`src/rtl/exesc_pkg.sv`:
```
`timescale 1ns/1ps
package exesc_pkg;
    typedef enum logic [1:0] {
        CLS_BENIGN  = 2'd0,
        CLS_CONTRIB = 2'd1,
        CLS_PAGE    = 2'd2
    } exc_class_e;

    typedef enum logic [1:0] {
        ST_IDLE   = 2'd0,
        ST_SERVE  = 2'd1,
        ST_DOUBLE = 2'd2,
        ST_HALT   = 2'd3
    } esc_state_e;
endpackage

```
`src/rtl/exc_classify.sv`:
```
`timescale 1ns/1ps
module exc_classify
    import exesc_pkg::*;
#(
    parameter int VEC_W = 5,
    parameter logic [(2**VEC_W)-1:0] CONTRIB_MASK = 'h3E01,
    parameter int PAGE_VEC = 14
) (
    input  logic [VEC_W-1:0] vec_i,
    output exc_class_e       cls_o
);
    localparam int NVEC = 2**VEC_W;

    logic [NVEC-1:0] hit;

    // one decode line per vector number
    for (genvar g = 0; g < NVEC; g++) begin : g_dec
        assign hit[g] = (vec_i == g[VEC_W-1:0]);
    end

    always_comb begin
        if (vec_i == PAGE_VEC[VEC_W-1:0])
            cls_o = CLS_PAGE;
        else if (|(hit & CONTRIB_MASK))
            cls_o = CLS_CONTRIB;
        else
            cls_o = CLS_BENIGN;
    end
endmodule

```
`src/rtl/exc_esc_matrix.sv`:
```
`timescale 1ns/1ps
module exc_esc_matrix
    import exesc_pkg::*;
(
    input  exc_class_e first_i,
    input  exc_class_e second_i,
    output logic       escalate_o
);
    always_comb begin
        escalate_o = 1'b0;
        unique case (first_i)
            CLS_CONTRIB: escalate_o = (second_i == CLS_CONTRIB);
            CLS_PAGE:    escalate_o = (second_i == CLS_CONTRIB) || (second_i == CLS_PAGE);
            default:     escalate_o = 1'b0;
        endcase
    end
endmodule

```
`src/rtl/exc_escalate.sv`:
```
`timescale 1ns/1ps
module exc_escalate
    import exesc_pkg::*;
#(
    parameter int VEC_W  = 5,
    parameter int CODE_W = 32,
    parameter int DF_VEC = 8,
    parameter int PF_VEC = 14,
    parameter logic [(2**VEC_W)-1:0] CONTRIB_MASK = 'h3E01
) (
    input  logic              clk,
    input  logic              rst_n,
    input  logic              raise_i,
    input  logic [VEC_W-1:0]  raise_vec_i,
    input  logic              done_i,
    output logic              busy_o,
    output logic [VEC_W-1:0]  deliver_vec_o,
    output logic              push_err_o,
    output logic [CODE_W-1:0] err_code_o,
    output logic              double_o,
    output logic              halt_o
);
    localparam logic [VEC_W-1:0] DF_CODE = DF_VEC[VEC_W-1:0];

    esc_state_e       state_q, state_d, base_st;
    logic [VEC_W-1:0] vec_q, vec_d;
    exc_class_e       cls_q, cls_d, raise_cls;
    logic             escalate;

    exc_classify #(
        .VEC_W(VEC_W), .CONTRIB_MASK(CONTRIB_MASK), .PAGE_VEC(PF_VEC)
    ) u_cls (
        .vec_i (raise_vec_i),
        .cls_o (raise_cls)
    );

    exc_esc_matrix u_mtx (
        .first_i    (cls_q),
        .second_i   (raise_cls),
        .escalate_o (escalate)
    );

    // next state: completion is applied before the raise is judged
    always_comb begin
        base_st = state_q;
        if (done_i && (state_q == ST_SERVE || state_q == ST_DOUBLE))
            base_st = ST_IDLE;
        state_d = base_st;
        vec_d   = vec_q;
        cls_d   = cls_q;
        unique case (base_st)
            ST_IDLE: begin
                if (raise_i) begin
                    state_d = ST_SERVE;
                    vec_d   = raise_vec_i;
                    cls_d   = raise_cls;
                end
            end
            ST_SERVE: begin
                if (raise_i) begin
                    if (escalate) begin
                        state_d = ST_DOUBLE;
                        vec_d   = DF_CODE;
                        cls_d   = CLS_CONTRIB;
                    end else begin
                        vec_d = raise_vec_i;
                        cls_d = raise_cls;
                    end
                end
            end
            ST_DOUBLE: begin
                if (raise_i)
                    state_d = ST_HALT;
            end
            ST_HALT: state_d = ST_HALT;
        endcase
    end

    // state register
    always_ff @(posedge clk) begin
        if (!rst_n) begin
            state_q <= ST_IDLE;
            vec_q   <= '0;
            cls_q   <= CLS_BENIGN;
        end else begin
            state_q <= state_d;
            vec_q   <= vec_d;
            cls_q   <= cls_d;
        end
    end

    // outputs from the registered state
    always_comb begin
        busy_o        = 1'b0;
        deliver_vec_o = '0;
        push_err_o    = 1'b0;
        err_code_o    = '0;
        double_o      = 1'b0;
        halt_o        = 1'b0;
        unique case (state_q)
            ST_IDLE: ;
            ST_SERVE: begin
                busy_o        = 1'b1;
                deliver_vec_o = vec_q;
            end
            ST_DOUBLE: begin
                busy_o        = 1'b1;
                deliver_vec_o = vec_q;
                double_o      = 1'b1;
                push_err_o    = 1'b1;
            end
            ST_HALT: halt_o = 1'b1;
        endcase
    end
endmodule

```
`config.mk`:
```
export PLATFORM = sky130hd
export DESIGN_NAME = exc_escalate
export DESIGN_NICKNAME = d
export VERILOG_FILES = /design/src/rtl/exesc_pkg.sv /design/src/rtl/exc_classify.sv /design/src/rtl/exc_esc_matrix.sv /design/src/rtl/exc_escalate.sv
export SDC_FILE = /design/constraint.sdc
export NUM_CORES = 1
export LEC_CHECK = 0
export BUFFER_PORTS_ARGS = -buffer_cell sky130_fd_sc_hd__buf_2
export CAP_MARGIN = 10
export CORE_MARGIN = 5
export CORE_UTILIZATION = 34
export DETAILED_ROUTE_END_ITERATION = 8
export PLACE_DENSITY = 0.7
export SLEW_MARGIN = 0
export SYNTH_ARGS = -nofsm -noshare
export SYNTH_HDL_FRONTEND = slang
export SYNTH_HIERARCHICAL = 1
export SYNTH_SLANG_ARGS = --single-unit
```
`constraint.sdc`:
```
create_clock -name clk -period 2.77 [get_ports clk]
set_input_delay 0.277 -clock clk [delete_from_list [all_inputs] [get_ports clk]]
set_output_delay 0.277 -clock clk [all_outputs]
set_load 0.1 [all_outputs]
```
Word-level counts from Yosys, hierarchy flattened
Cells that the tools add are included.

Input port bits: 9. Output and inout bits: 41. Bits in registers: 9. Word-level logic and storage cells: 51.

Reductions and logical operators: 9. Muxes and demuxes: 21. Equal/unequal tests: 18.

Operators by type and width (number): $eq 5x4->1 const B (6); $mux 5 (4); $mux 2 (9); $eq 2x2->1 const B (6); $pmux 5 s2 (1); $eq 2x1->1 const B (4); $pmux 2 s4 (1); $reduce_or 6->1 (1); $logic_not 5->1 (1); $mux 1 (4); $ne 2x2->1 const B (2); $pmux 2 s2 (1); $reduce_and 3->1 (1); $logic_not 2->1 (1); $logic_or 1x1->1 (2); $pmux 1 s2 (1); $reduce_bool 2->1 (1); $reduce_or 2->1 (1); $logic_and 1x1->1 (1).

Depth between registers and ports, before layout
Gate-level depths: netlist of the first run.

Depth in word-level cells: 10. Gate-level depth with buffers: 9. Gate-level depth less buffers: 9.

By module
Netlist of the first run, hierarchy kept.

Modules (own cells, without submodules): exc_escalate (seq. area each 180.2 sq um, area each 684.4 sq um, times used 1, cells an instance 84); exc_esc_matrix (seq. area each 0.0 sq um, area each 67.6 sq um, times used 1, cells an instance 9); exc_classify (seq. area each 0.0 sq um, area each 46.3 sq um, times used 1, cells an instance 7).

Least setup slack after synthesis of the first run
OpenSTA, ideal clock, no wires.

Kind: input to register. Start point: input raise_vec_i[3]. End point: register cls_q[0]. Arrival: 2.107 ns. Library setup time: 0.059 ns. Buffers on the path: 0. Stages on the path: 9. Data required time: 2.711 ns. Setup slack: 0.604 ns. Cells stage by stage: or3_1 -> a21o_1 -> a21oi_2 -> ha_1 -> nand2b_1 -> a21oi_2 -> a21oi_1 -> o21ai_1 -> o221a_2.

Longest elaborated chain between the ends: 10. Elaborated cells on any way between the ends: 18. Classes of those cells: 8 x eq/ne; 7 x mux; 3 x reduce/logical.

RTL lines: start, declared (RTL line exc_escalate.sv:14) `input logic [VEC_W-1:0] raise_vec_i,`; $eq 5x4->1 or $logic_not 5->1 (tied branches) (RTL line exc_classify.sv:18) `assign hit[g] = (vec_i == g[VEC_W-1:0]);`; $reduce_or 6->1 (RTL line exc_classify.sv:24) `else if (|(hit & CONTRIB_MASK))`; $mux 1 (RTL line exc_classify.sv:24); $mux 2 (*) (RTL line exc_classify.sv:22) `if (vec_i == PAGE_VEC[VEC_W-1:0])`; named net raise_cls[0] (RTL line exc_escalate.sv:27) `exc_class_e cls_q, cls_d, raise_cls;`; $eq 2x1->1 or $eq 2x2->1 (tied branches) (RTL line exc_esc_matrix.sv:12, exc_esc_matrix.sv:13); $logic_or 1x1->1 (RTL line exc_esc_matrix.sv:13) `CLS_PAGE: escalate_o = (second_i == CLS_CONTRIB) || (second_i == CLS_PAGE);`; $pmux 1 s2 (*) (RTL line exc_esc_matrix.sv:11) `unique case (first_i)`; named net escalate (RTL line exc_escalate.sv:28) `logic escalate;`; $mux 2 (*) (RTL line exc_escalate.sv:61) `if (escalate) begin`; $mux 2 (*) (RTL line exc_escalate.sv:60) `if (raise_i) begin`; $pmux 2 s2 (*) (RTL line exc_escalate.sv:51) `unique case (base_st)`; end signal, assigned (RTL line exc_escalate.sv:88) `cls_q <= cls_d;`; end, declared (RTL line exc_escalate.sv:27).

The timed path passes the listed nets; every way through them passes the cells marked *. The select of a mux whose other input is x is not followed. A chain may end at the register's enable or synchronous reset.

Final worst setup path of the first run
Ends and elaborated chain as after synthesis.

==> results of run 1 <==
## power by group
| part | total, mW | switching [mW] | internal [mW] |
|---|---|---|---|
| sequential | 0.140 | 0.00442 | 0.136 |
| clock | 0.101 | 0.0458 | 0.0554 |
| combinational | 0.255 | 0.234 | 0.0205 |
| total | 0.496 | 0.284 | 0.212 |
## worst paths after layout
| check | end | cells after the start |
|---|---|---|
| worst max-delay path | cls_q[0] | 10 |
| worst max register to register | cls_q[0] | 5 |
| worst min register to register | vec_q[1] | 2 |
| worst min-delay path | vec_q[1] | 3 |
## metal layers
layer,vias to the layer above,GRT usage [%],wire length (um)
met5,-,0,0
met1,285,9.367,571
met4,0,1.987,7
met3,2,3.728,158
li1,306,-,-
met2,37,15.15,800
## worst max-delay path, stage by stage
cell,delay [ns]
sky130_fd_sc_hd__buf_2,0.12
sky130_fd_sc_hd__or3_1,0.36
sky130_fd_sc_hd__a21o_1,0.19
sky130_fd_sc_hd__a21oi_2,0.16
sky130_fd_sc_hd__ha_1,0.24
sky130_fd_sc_hd__nand2b_1,0.16
sky130_fd_sc_hd__a21oi_2,0.18
sky130_fd_sc_hd__a21oi_1,0.08
sky130_fd_sc_hd__o21ai_1,0.43
sky130_fd_sc_hd__o221a_2,0.26
## Yosys cell counts (all sizes together)
cell,instances
a31oi,2
clkbuf,1
nand2b,2
and2b,5
a21boi,1
inv,6
dfxtp,9
o22ai,5
ha,5
nor2b,1
nor4b,1
or3,1
nand2,13
o21ai,2
or4,1
o211ai,3
conb,1
a21oi,5
buf,33
o221a,2
a21o,1
## through the flow
| step | utilization (%) | setup WS, ns | cell area [um2] | hold slack (ns) | cells |
|---|---|---|---|---|---|
| after detailed placement | 35.07 | 0.2513 | 783.3 | 0.4604 | 142 |
| after global routing | 36.25 | 0.3571 | 809.5 | 0.3090 | 146 |
| after CTS | 36.25 | 0.5129 | 809.5 | 0.2988 | 146 |
| final | 36.25 | 0.5105 | 809.5 | 0.3023 | 146 |
| after global placement | 35.07 | 0.2936 | 783.3 | 0.4518 | 142 |
| after floorplan | - | 0.6043 | 914.6 | 0.4269 | 131 |
## sequential cells by signal, summed over array words and instances (netlist names)
| register | count |
|---|---|
| cls_q | 2 |
| state_q | 2 |
| vec_q | 5 |
## final cells by class
cell class | instances | share of cell area [%]
flip-flops and latches | 9 | 22.26
multi-input cells | 82 | 56.88
inverters | 6 | 2.782
clock buffers | 4 | 3.246
well taps | 28 | 4.328
repair buffers | 17 | 10.51
## cell families (layout without fill, tap and decap cells)
kind of cell	after synthesis	count (layout)
AO/OA/AOI/OAI	21	21
AND/OR/NAND/NOR	24	24
buffers and inverters	40	27
other	1	32
flip-flops	9	9
adder cells (fa/ha/maj)	5	5
==> results summary, run 1 <==
The TritonCTS clock tree is built. The gate count of the mapped netlist came out at 100. The initial core utilization is 35.74%. The xor/xnor share of the synthesized area came out at 0%. The final clock skew is 0.009739 ns. The final cycle utilization of the critical path came out at 81.57%. The clock passes through at most 2 buffers.

The synthesized area is 798.3 um2. The highest clock rate is 0.4426 GHz. The slew at the pin with the worst max-slew slack came out at 0.5169 ns. Entering global routing, the biggest net connects 15 pins.

The area share of the leading cell type in the synthesized netlist came out at 31.03%. Summing the areas of all compound-gate instances in the mapped netlist gives 18.81% of the synthesized area. The post-synthesis average cell area came out at 7.983 um2. By area, the combinational part of the netlist is dominated by buffers and inverters. The count of pins over their slew limit is 0. The number of warnings reported in the yosys synthesis log came out at 6. The power density over the cells is 613.0 nW/um2. The critical path required time came out at 2.98 ns. The fraction of layout cells with a size suffix above 1 came out at 22.03%. By area the synthesized netlist is led by sky130_fd_sc_hd__buf_4 31%, sky130_fd_sc_hd__dfxtp_1 23%, sky130_fd_sc_hd__ha_1 7.8%.

The critical path in this run is classified as in -> reg. The first-pass iteration count of the detailed router is 4. The relative slew slack came out at 65.31%. The count of antenna-violating nets left after detailed routing is 0. In this run the number of H-tree levels came out at 1. The count of input and output buffers came out at 17. Of all nets on the critical path, the largest fanout is 7. Summing over every cut layer, the via total after detailed routing is 630. The post-detailed-placement half-perimeter wirelength came out at 1287 um. Clock tree synthesis found a total of 9 sinks. The final wirelength came out at 1538 um. The last weighted congestion value of the routability-driven placer is 0.7192. The number of antenna violations at the first check in global routing came to 0. The critical path endpoint category is a flip-flop. After Yosys synthesis, full adders, half adders and majority gates account for 7.837% of the synthesized area. Clock tree synthesis inserted a total of 3 buffers. The launch point of the critical path is raise_vec_i[3]. The worst setup path is launched from a primary input. The number of hold-repair buffers added at the cts stage came out at 0.

Global routing used 8.568% of the available tracks. For this design the top-level I/O count stands at 50. Once the clock tree was built, the setup fixing pass inserted 0 buffers. Compared with the post-synthesis result, the final layout area differs by 1.411%. The worst endpoint data arrival time is 2.47 ns. The proportion of synthesized area in mux cells came out at 0%. The wire length per cell is 10.53 um. The cell sitting at the root of the clock tree is a sky130_fd_sc_hd__clkbuf_4. For this design the static power due to leakage is 0.4183 nW. Leaving out fill and tap cells, the most frequent cells in the layout are 32 x sky130_fd_sc_hd__conb_1, 17 x sky130_fd_sc_hd__buf_2, 13 x sky130_fd_sc_hd__nand2_1.

Counting distinct cell types in the post-synthesis netlist gives 24. The number of endpoints with negative hold slack in the final report was 0. The detailed router finished its first iteration with 14 violations.

The standard-cell row count is 17. The worst hold path begins at raise_vec_i[1]. The total of fill cells in the finished design is 257. The count of state elements after synthesis came out at 9. The number of antenna repair diodes came out at 0. In the final timing run, aggregate negative setup slack is 0 ns. The library cell used most frequently in the layout, excluding fill and tap cells, is sky130_fd_sc_hd__conb_1. The setup-violating endpoint count in the final report is 0. The area of the multi-input gates came out at 460.4 um2. For this run, the post-layout net count is 133. The total power of the final layout came out at 0.4963 mW. From left edge to right edge, the die measures 58.46 um. Global routing finished with a remaining overflow of 0. Clock-pin slew was measured on the worst setup and hold paths at 0.07 ns. Across the VDD grid, the largest voltage drop is 312.5 uV. For the worst-skew pair, the clock arrives at the later sink with an insertion delay of 0.26 ns. Using the TritonRoute via totals, the vias-per-cell ratio works out to 4.315.

In this run the critical register-to-register path is launched from state_q[0]. The proportion of synthesized chip area in sequential cells is 22.57%. In the routed design, unresolved DRC markers number 0. The die height came out at 58.46 um.

Post-CTS repair changed the size of 0 cells. For the finished layout, the period the worst path requires is 2.259 ns. Setup repair after global routing left no endpoint under its margin. The type of the most critical hold path is in -> reg.

The full die area is 3417 um2. The register cell area after layout is 180.2 um2. The number of global-route vias before repair came to 516. The share of synthesized cell area in and, or, nand and nor gates came out at 15.99%.

The slack of the worst reg-to-reg path is 0.99 ns. Of all cell types, the one taking the most synthesized area is sky130_fd_sc_hd__buf_4. The run finished with clean final reports.

The count of maximum capacitance violations came out at 0. The first-pass GRT wire length came out at 2263 um. After floorplanning, the core was sized to cover 2233 um2.
Power figures use the tool's default switching activity.
==> inputs of run 2 (changes only) <==
--- a/config.mk
+++ b/config.mk
@@ -5,12 +5,13 @@
 export SDC_FILE = /design/constraint.sdc
 export NUM_CORES = 1
 export LEC_CHECK = 0
+export ABC_AREA = 1
 export BUFFER_PORTS_ARGS = -buffer_cell sky130_fd_sc_hd__buf_2
 export CAP_MARGIN = 10
 export CORE_MARGIN = 5
 export CORE_UTILIZATION = 34
 export DETAILED_ROUTE_END_ITERATION = 8
-export PLACE_DENSITY = 0.7
+export PLACE_DENSITY = 0.68
 export SLEW_MARGIN = 0
 export SYNTH_ARGS = -nofsm -noshare
 export SYNTH_HDL_FRONTEND = slang
==> constraint.sdc (replaced) <==
create_clock -name clk -period 2.1 [get_ports clk]
set_input_delay 0.21 -clock clk [delete_from_list [all_inputs] [get_ports clk]]
set_output_delay 0.21 -clock clk [all_outputs]
set_load 0.1 [all_outputs]
==> run 2 against run 1 <==
Compared with the run above: sequential power up 33%; final area grew 15%; synthesized cell count rose by 39%; hold slack worse by 0.087 ns; total power rose by 39%; critical path type is now reg -> out.
==> results summary, run 2 <==
The standard-cell row count came out at 18 (+1). The number of vias per cell after detailed routing is 3.754 (-13%). The final clock skew was 0.001490 ns (-0.008249 ns). The post-place setup slack was 0.3655 ns (+0.1142 ns). The tree is rooted in a sky130_fd_sc_hd__clkbuf_4. The insertion delay of the later-clocked pin in the worst-skew pair was 0.26 ns (about the same). The count of pins over their slew limit is 0 (unchanged). The gate count of the mapped netlist came out at 139 (+39%). The async set or reset register ratio after synthesis came out at 0% (unchanged). The global-route layer with the greatest usage is met2. The critical path endpoint category is a primary output. The area overhead of the layout relative to synthesis came out at 1.505% (about the same). The global routing met2 resource utilization came out at 14.80% (-0.35 points). The wire length per cell is 8.743 um (-17%). The die height is 61.87 um (+5.8%). The count of antenna-violating nets left after detailed routing is 0 (unchanged). The run finished with clean final reports. The count of maximum capacitance violations is 0 (unchanged). The number of antenna violations at the first check in global routing is 0 (unchanged).

The TritonCTS clock tree is built. Sorting the synthesized cells by area gives the leading types as sky130_fd_sc_hd__buf_4 27%, sky130_fd_sc_hd__dfxtp_1 20%, sky130_fd_sc_hd__nand2_1 14%. The shortest clock period the worst path allows after layout is 1.948 ns. The total power of the final layout was 0.6918 mW (+39%). The setup-violating endpoint count in the final report came out at 0 (unchanged). The total global-route track usage came out at 9.102% (+0.53 points). The most used flip-flop cell after synthesis is sky130_fd_sc_hd__dfxtp_1. The register clock-pin slew on the reported worst setup and hold paths came out at 0.07 ns (about the same). The area of the placeable core came out at 2522 um2 (+13%).

The flip-flop count of the largest register, all copies and words added was 5 (unchanged). The smallest setup slack after layout is 0.1516 ns (-0.3589 ns). The number of global-route vias before repair is 602 (+17%). The power density over the cells is 745.1 nW/um2 (+22%). The standard cell area after detailed placement was 902.1 um2 (+15%). The post-detailed-placement half-perimeter wirelength is 1343 um (+4.4%). The count of distinct cell types in the synthesized netlist is 21 (-13%).

The total of fill cells in the finished design came to 299 (+16%). After synthesis, the most frequently instantiated cells are 35 x sky130_fd_sc_hd__nand2_1, 33 x sky130_fd_sc_hd__buf_4, 20 x sky130_fd_sc_hd__inv_1. The static leakage power is 0.5502 nW (+32%).

The first-pass iteration count of the detailed router is 3 (-1). The post-synthesis average cell area is 6.580 um2 (-18%). The maximum number of buffers from clock root to sink is 2 (unchanged). The full die area is 3827 um2 (+12%). The met3 layer usage reported by global route came to 4.545% (+0.82 points).

In the layout the commonest cells are 35 x sky130_fd_sc_hd__nand2_1, 32 x sky130_fd_sc_hd__conb_1, 20 x sky130_fd_sc_hd__inv_1. The last weighted congestion value of the routability-driven placer came to 0.7663 (+6.5%). The number of gates resized after CTS came to 0 (unchanged).

The area share of the leading cell type in the synthesized netlist is 27.09% (-3.9 points). Setup repair after global routing left no endpoint under its margin. The worst setup path is of the reg -> out kind. The peak supply drop is 338.5 uV (+8.3%). The type of the most critical hold path is in -> reg.

The highest clock rate is 0.5132 GHz. The number of nets in the final layout came out at 172 (+29%). The count of input and output buffers came to 17 (unchanged).

The launching element type of the critical path is a flip-flop. After layout, the worst path uses 92.78% of the clock period. The number of levels in the clock H-tree is 1 (unchanged). The top-level I/O count is 50 (unchanged). The number of endpoints with negative hold slack in the final report is 0 (unchanged). The count of routing violations after the opening detailed-route iteration came out at 20 (+6). The dominant cell type by area after synthesis is sky130_fd_sc_hd__buf_4. The critical path required time came to 1.89 ns (-1.09 ns). The final wirelength came out at 1635 um (+6.3%). The global route total overflow was 0 (unchanged). The number of buffers added by the clock tree synthesis step came out at 3 (unchanged). The count of flip-flops with a built-in enable after synthesis is 0 (unchanged).

The number of antenna repair diodes is 0 (unchanged). The initial core utilization came out at 36.26% (+0.52 points). The highest fanout seen on the critical path came out at 6 (-1). The floorplan die width was 61.87 um (+5.8%). The first-pass GRT wire length came out at 2518 um (+11%). The total number of vias came out at 702 (+11%).

The final design instance area without fill is 928.4 um2 (+15%). The number of hold-repair buffers added at the cts stage is 0 (unchanged). The proportion of synthesized chip area in sequential cells came out at 19.70% (-2.9 points). Counting flops per register, the top entry is vec_q. The count of state elements after synthesis came to 9 (unchanged).

The worst endpoint data arrival time is 1.74 ns (-0.73 ns). The number of setup buffers added after CTS came to 0 (unchanged). The synthesized area came out at 914.6 um2 (+15%).

The pin count of the biggest net entering global routing is 11 (-4). The most common cell in the synthesized netlist is sky130_fd_sc_hd__nand2_1. The global-route track usage on met1 came out at 10.88% (+1.5 points). The largest registers in the layout are vec_q (5), cls_q (2), state_q (2). The number of warnings reported in the yosys synthesis log came to 6 (unchanged). Leaving out fill and tap cells, the most frequent cell in the layout is sky130_fd_sc_hd__nand2_1. The TritonCTS sink count came out at 9 (unchanged). The number of design rule violations left after detail routing came out at 0 (unchanged). The fraction of layout cells with a size suffix above 1 came to 19.75% (-2.3 points).
run 2: kinds of logic (layout without fill, tap and decap cells):
| kind of cell | count (synthesis) | count (layout) | share of synthesized area [%] |
|---|---|---|---|
| and+or+nand+nor | 58 | 58 | 30.10 |
| buffers and inverters | 57 | 44 | 37.21 |
| AOI/OAI and AO/OA | 9 | 9 | 5.746 |
| DFF | 9 | 9 | 19.70 |
| adders and majority gates | 5 | 5 | 6.840 |
| other | 1 | 32 | 0.4100 |
run 2: path summary, 6_finish.rpt:
kind	startpoint	to	slack [ns]	cells past startpoint
hold reg to reg	vec_q[2]	vec_q[2]	0.53	4
hold / removal	raise_vec_i[4]	vec_q[4]	0.21	3
setup / recovery	state_q[0]	deliver_vec_o[1]	0.15	4
setup reg to reg	state_q[0]	vec_q[0]	0.52	7
run 2: critical path: stages (launching register included):
cell and delay [ns]:
sky130_fd_sc_hd__dfxtp_1 0.43, sky130_fd_sc_hd__inv_1 0.09, sky130_fd_sc_hd__ha_1 0.40, sky130_fd_sc_hd__nor2_1 0.13, sky130_fd_sc_hd__buf_2 0.43
run 2: metal layers:
metal	routed length [um]	part of all wire, %
met5	0	0
met4	9	0.55
met3	162	9.9
met2	761	47
met1	701	43
run 2: report_power, final:
part / switching [mW] / internal [mW]
clock: 0.0687 / 0.0735
combinational: 0.331 / 0.0318
sequential: 0.00541 / 0.181
run 2: layout make-up:
type | instances | area [um2] | area share, %
Clock buffer | 4 | 26.28 | 2.830
Multi-Input combinational cell | 104 | 510.5 | 54.99
Sequential cell | 9 | 180.2 | 19.41
Timing Repair Buffer | 17 | 85.08 | 9.164
Tap cell | 30 | 37.54 | 4.043
Inverter | 23 | 88.84 | 9.569
run 2: stage by stage:
step	hold WS [ns]	TNS [ns]	util (%)	std cells
4_1_cts	0.2105	0	36.81	187
3_3_place_gp	0.5041	0	35.76	183
2_1_floorplan	0.3481	-1.079	-	170
5_1_grt	0.2232	0	36.81	187
3_5_place_dp	0.4973	0	35.76	183
6_report	0.2149	0	36.81	187
==> inputs of run 3 (changes only) <==
--- a/config.mk
+++ b/config.mk
@@ -6,7 +6,7 @@
 export NUM_CORES = 1
 export LEC_CHECK = 0
 export ABC_AREA = 1
-export BUFFER_PORTS_ARGS = -buffer_cell sky130_fd_sc_hd__buf_2
+export BUFFER_PORTS_ARGS = -buffer_cell sky130_fd_sc_hd__buf_4
 export CAP_MARGIN = 10
 export CORE_MARGIN = 5
 export CORE_UTILIZATION = 34
==> run 3 against run 2 <==
Compared with the run above: first-iteration DRC count rose by 60%; wire length fell by 3.5%; count of clock-buffer cells in the layout did not move; critical path type unchanged; utilization rose by 1.7 points; largest power group unchanged; critical path depth did not move; cell count did not move; highest routed layer is now met3; sequential power barely moved.
==> results summary, run 3 (synthesized netlist as in run 2, its figures left out) <==
The flow ran to the end, and the final reports show no timing, DRC or antenna violations. The shortest clock period the worst path allows after layout came to 1.818 ns (-0.1307 ns). The number of standard cells in the final layout excluding fillers came out at 187 (unchanged). The maximum number of buffers from clock root to sink is 2 (unchanged). The area overhead of the layout relative to synthesis is 6.156%. The top-level I/O count came to 50 (unchanged). The setup-violating endpoint count in the final report is 0 (unchanged). The floorplan die width came to 61.87 um (unchanged).

The highest layer touched by signal routing is met3. The number of gates resized after CTS came out at 0 (unchanged). The number of design rule violations left after detail routing was 0 (unchanged). The number of endpoints with negative hold slack in the final report was 0 (unchanged). Setup repair after global routing left no endpoint under its margin.

The post-place setup slack is 0.4040 ns (+0.03852 ns). The final clock skew came out at 0.001232 ns (-0.0002577 ns). The routed metal-1 wire length came out at 653 um (-6.8%).

The min-delay analysis places its worst path in the category in -> reg. The library cell used most frequently in the layout, excluding fill and tap cells, is sky130_fd_sc_hd__nand2_1. The static leakage power was 0.5569 nW (+1.2%). TritonCTS built the clock tree. The count of antenna-violating nets left after detailed routing came out at 0 (unchanged). The number of hold-repair buffers added at the cts stage came out at 0 (unchanged). The register cell area after layout was 180.2 um2 (unchanged).

The number of levels in the clock H-tree came to 1 (unchanged). The final wirelength is 1577 um (-3.5%). In the final layout, the registers with the most flip-flops are vec_q (5), cls_q (2), state_q (2). The register with the highest flop count is vec_q.

The number of buffers added by the clock tree synthesis step is 3 (unchanged). The full die area was 3827 um2 (unchanged). The highest clock rate was 0.5501 GHz (+7.2%). The number of global-route vias before repair came to 635 (+5.5%).

The peak supply drop came out at 392.9 uV (+16%). The flip-flop count of the largest register, all copies and words added is 5 (unchanged). The summed negative setup slack over all endpoints is 0 ns (unchanged). The smallest setup slack after layout is 0.2823 ns (+0.1307 ns).

The number of antenna violations at the first check in global routing is 0 (unchanged). The last weighted congestion value of the routability-driven placer came out at 0.8201 (+7.0%). STA classifies the critical path startpoint as a flip-flop. The pin count of the biggest net entering global routing is 11 (unchanged).

In the layout the commonest cells are 35 x sky130_fd_sc_hd__nand2_1, 32 x sky130_fd_sc_hd__conb_1, 20 x sky130_fd_sc_hd__inv_1. The highest fanout seen on the critical path came out at 6 (unchanged). The area of the placeable core was 2522 um2 (unchanged). The area of the multi-input gates is 510.5 um2 (unchanged).

The wire length per cell is 8.433 um (-3.5%). Clock tree synthesis selected as its root buffer the cell sky130_fd_sc_hd__clkbuf_4. The power density over the cells is 713.8 nW/um2 (-4.2%). The standard-cell row count came to 18 (unchanged). The total global-route track usage came out at 9.245% (+0.14 points). The count of input and output buffers came out at 17 (unchanged).

The global route total overflow came out at 0 (unchanged). The final cycle utilization of the critical path came to 86.56% (-6.2 points). The met3 layer wire length in the routed design is 193 um (+19%). The die height came out at 61.87 um (unchanged).

The post-detailed-placement half-perimeter wirelength is 1347 um (+0.31%). The fraction of layout cells with a size suffix above 1 is 19.75% (unchanged). The first-pass iteration count of the detailed router is 4 (+1). The number of vias per cell after detailed routing was 3.802 (+1.3%). The end-of-flow core utilization came out at 38.49% (+1.7 points). The first-pass GRT wire length came out at 2642 um (+4.9%). The initial core utilization came out at 36.26% (unchanged). The met2 layer wire length in the routed design came out at 731 um (-3.9%). The post-placement cell count came out at 183 (unchanged). The register clock-pin slew on the reported worst setup and hold paths came out at 0.06 ns (about the same). The TritonCTS sink count came out at 9 (unchanged).

The insertion delay of the later-clocked pin in the worst-skew pair came out at 0.26 ns (about the same). The setup path with the least slack is of type reg -> out. The worst endpoint data arrival time is 1.61 ns (-0.13 ns). The count of routing violations after the opening detailed-route iteration is 32 (+60%). The count of pins over their slew limit came to 0 (unchanged). The total number of vias came out at 711 (+1.3%). The worst hold margin is 0.2258 ns (+0.01082 ns).

The total of fill cells in the finished design came to 286 (-4.3%). The critical path required time is 1.89 ns (about the same). The number of antenna repair diodes is 0 (unchanged). The number of setup buffers added after CTS is 0 (unchanged). The count of maximum capacitance violations is 0 (unchanged). STA classifies the critical path endpoint as a primary output. The number of nets in the final layout is 172 (unchanged).
run 3: layout make-up:
class | count | share of cell area, %
Sequential cell | 9 | 18.56
Multi-Input combinational cell | 104 | 52.58
Inverter | 23 | 9.149
Tap cell | 30 | 3.866
Timing Repair Buffer | 17 | 13.14
Clock buffer | 4 | 2.706
run 3: metal layers:
metal | vias to the layer above | global-route usage (%)
li1 | 388 | -
met1 | 297 | 11.30
met2 | 26 | 15.10
met3 | 0 | 4.752
met4 | 0 | 0.9091
met5 | - | 0
run 3: stage by stage:
stage	cell area, um2	total power, mW
after detailed placement	944.7	0.5607
after global placement	944.7	0.5602
after floorplan	1031	0.5717
after CTS	970.9	0.7006
after global routing	970.9	0.7329
final	970.9	0.6931
run 3: report_power, final:
group          leakage (nW)  internal [mW]  total (mW)  switching (mW)
sequential           0.0745          0.181       0.186         0.00526
clock                0.0150         0.0734       0.136          0.0622
combinational         0.467         0.0390       0.371           0.332
run 3: final timing paths:
check	slack, ns	cells past startpoint	from	end
max	0.28	4	state_q[0]	deliver_vec_o[3]
min	0.23	3	raise_vec_i[4]	vec_q[4]
max reg2reg	0.52	7	state_q[0]	vec_q[0]
min reg2reg	0.53	4	vec_q[2]	vec_q[2]
run 3: critical path: stages, from the launching register on:
cell and delay, ns:
sky130_fd_sc_hd__dfxtp_1 0.43, sky130_fd_sc_hd__inv_1 0.09, sky130_fd_sc_hd__ha_1 0.39, sky130_fd_sc_hd__nor2_1 0.14, sky130_fd_sc_hd__buf_4 0.30
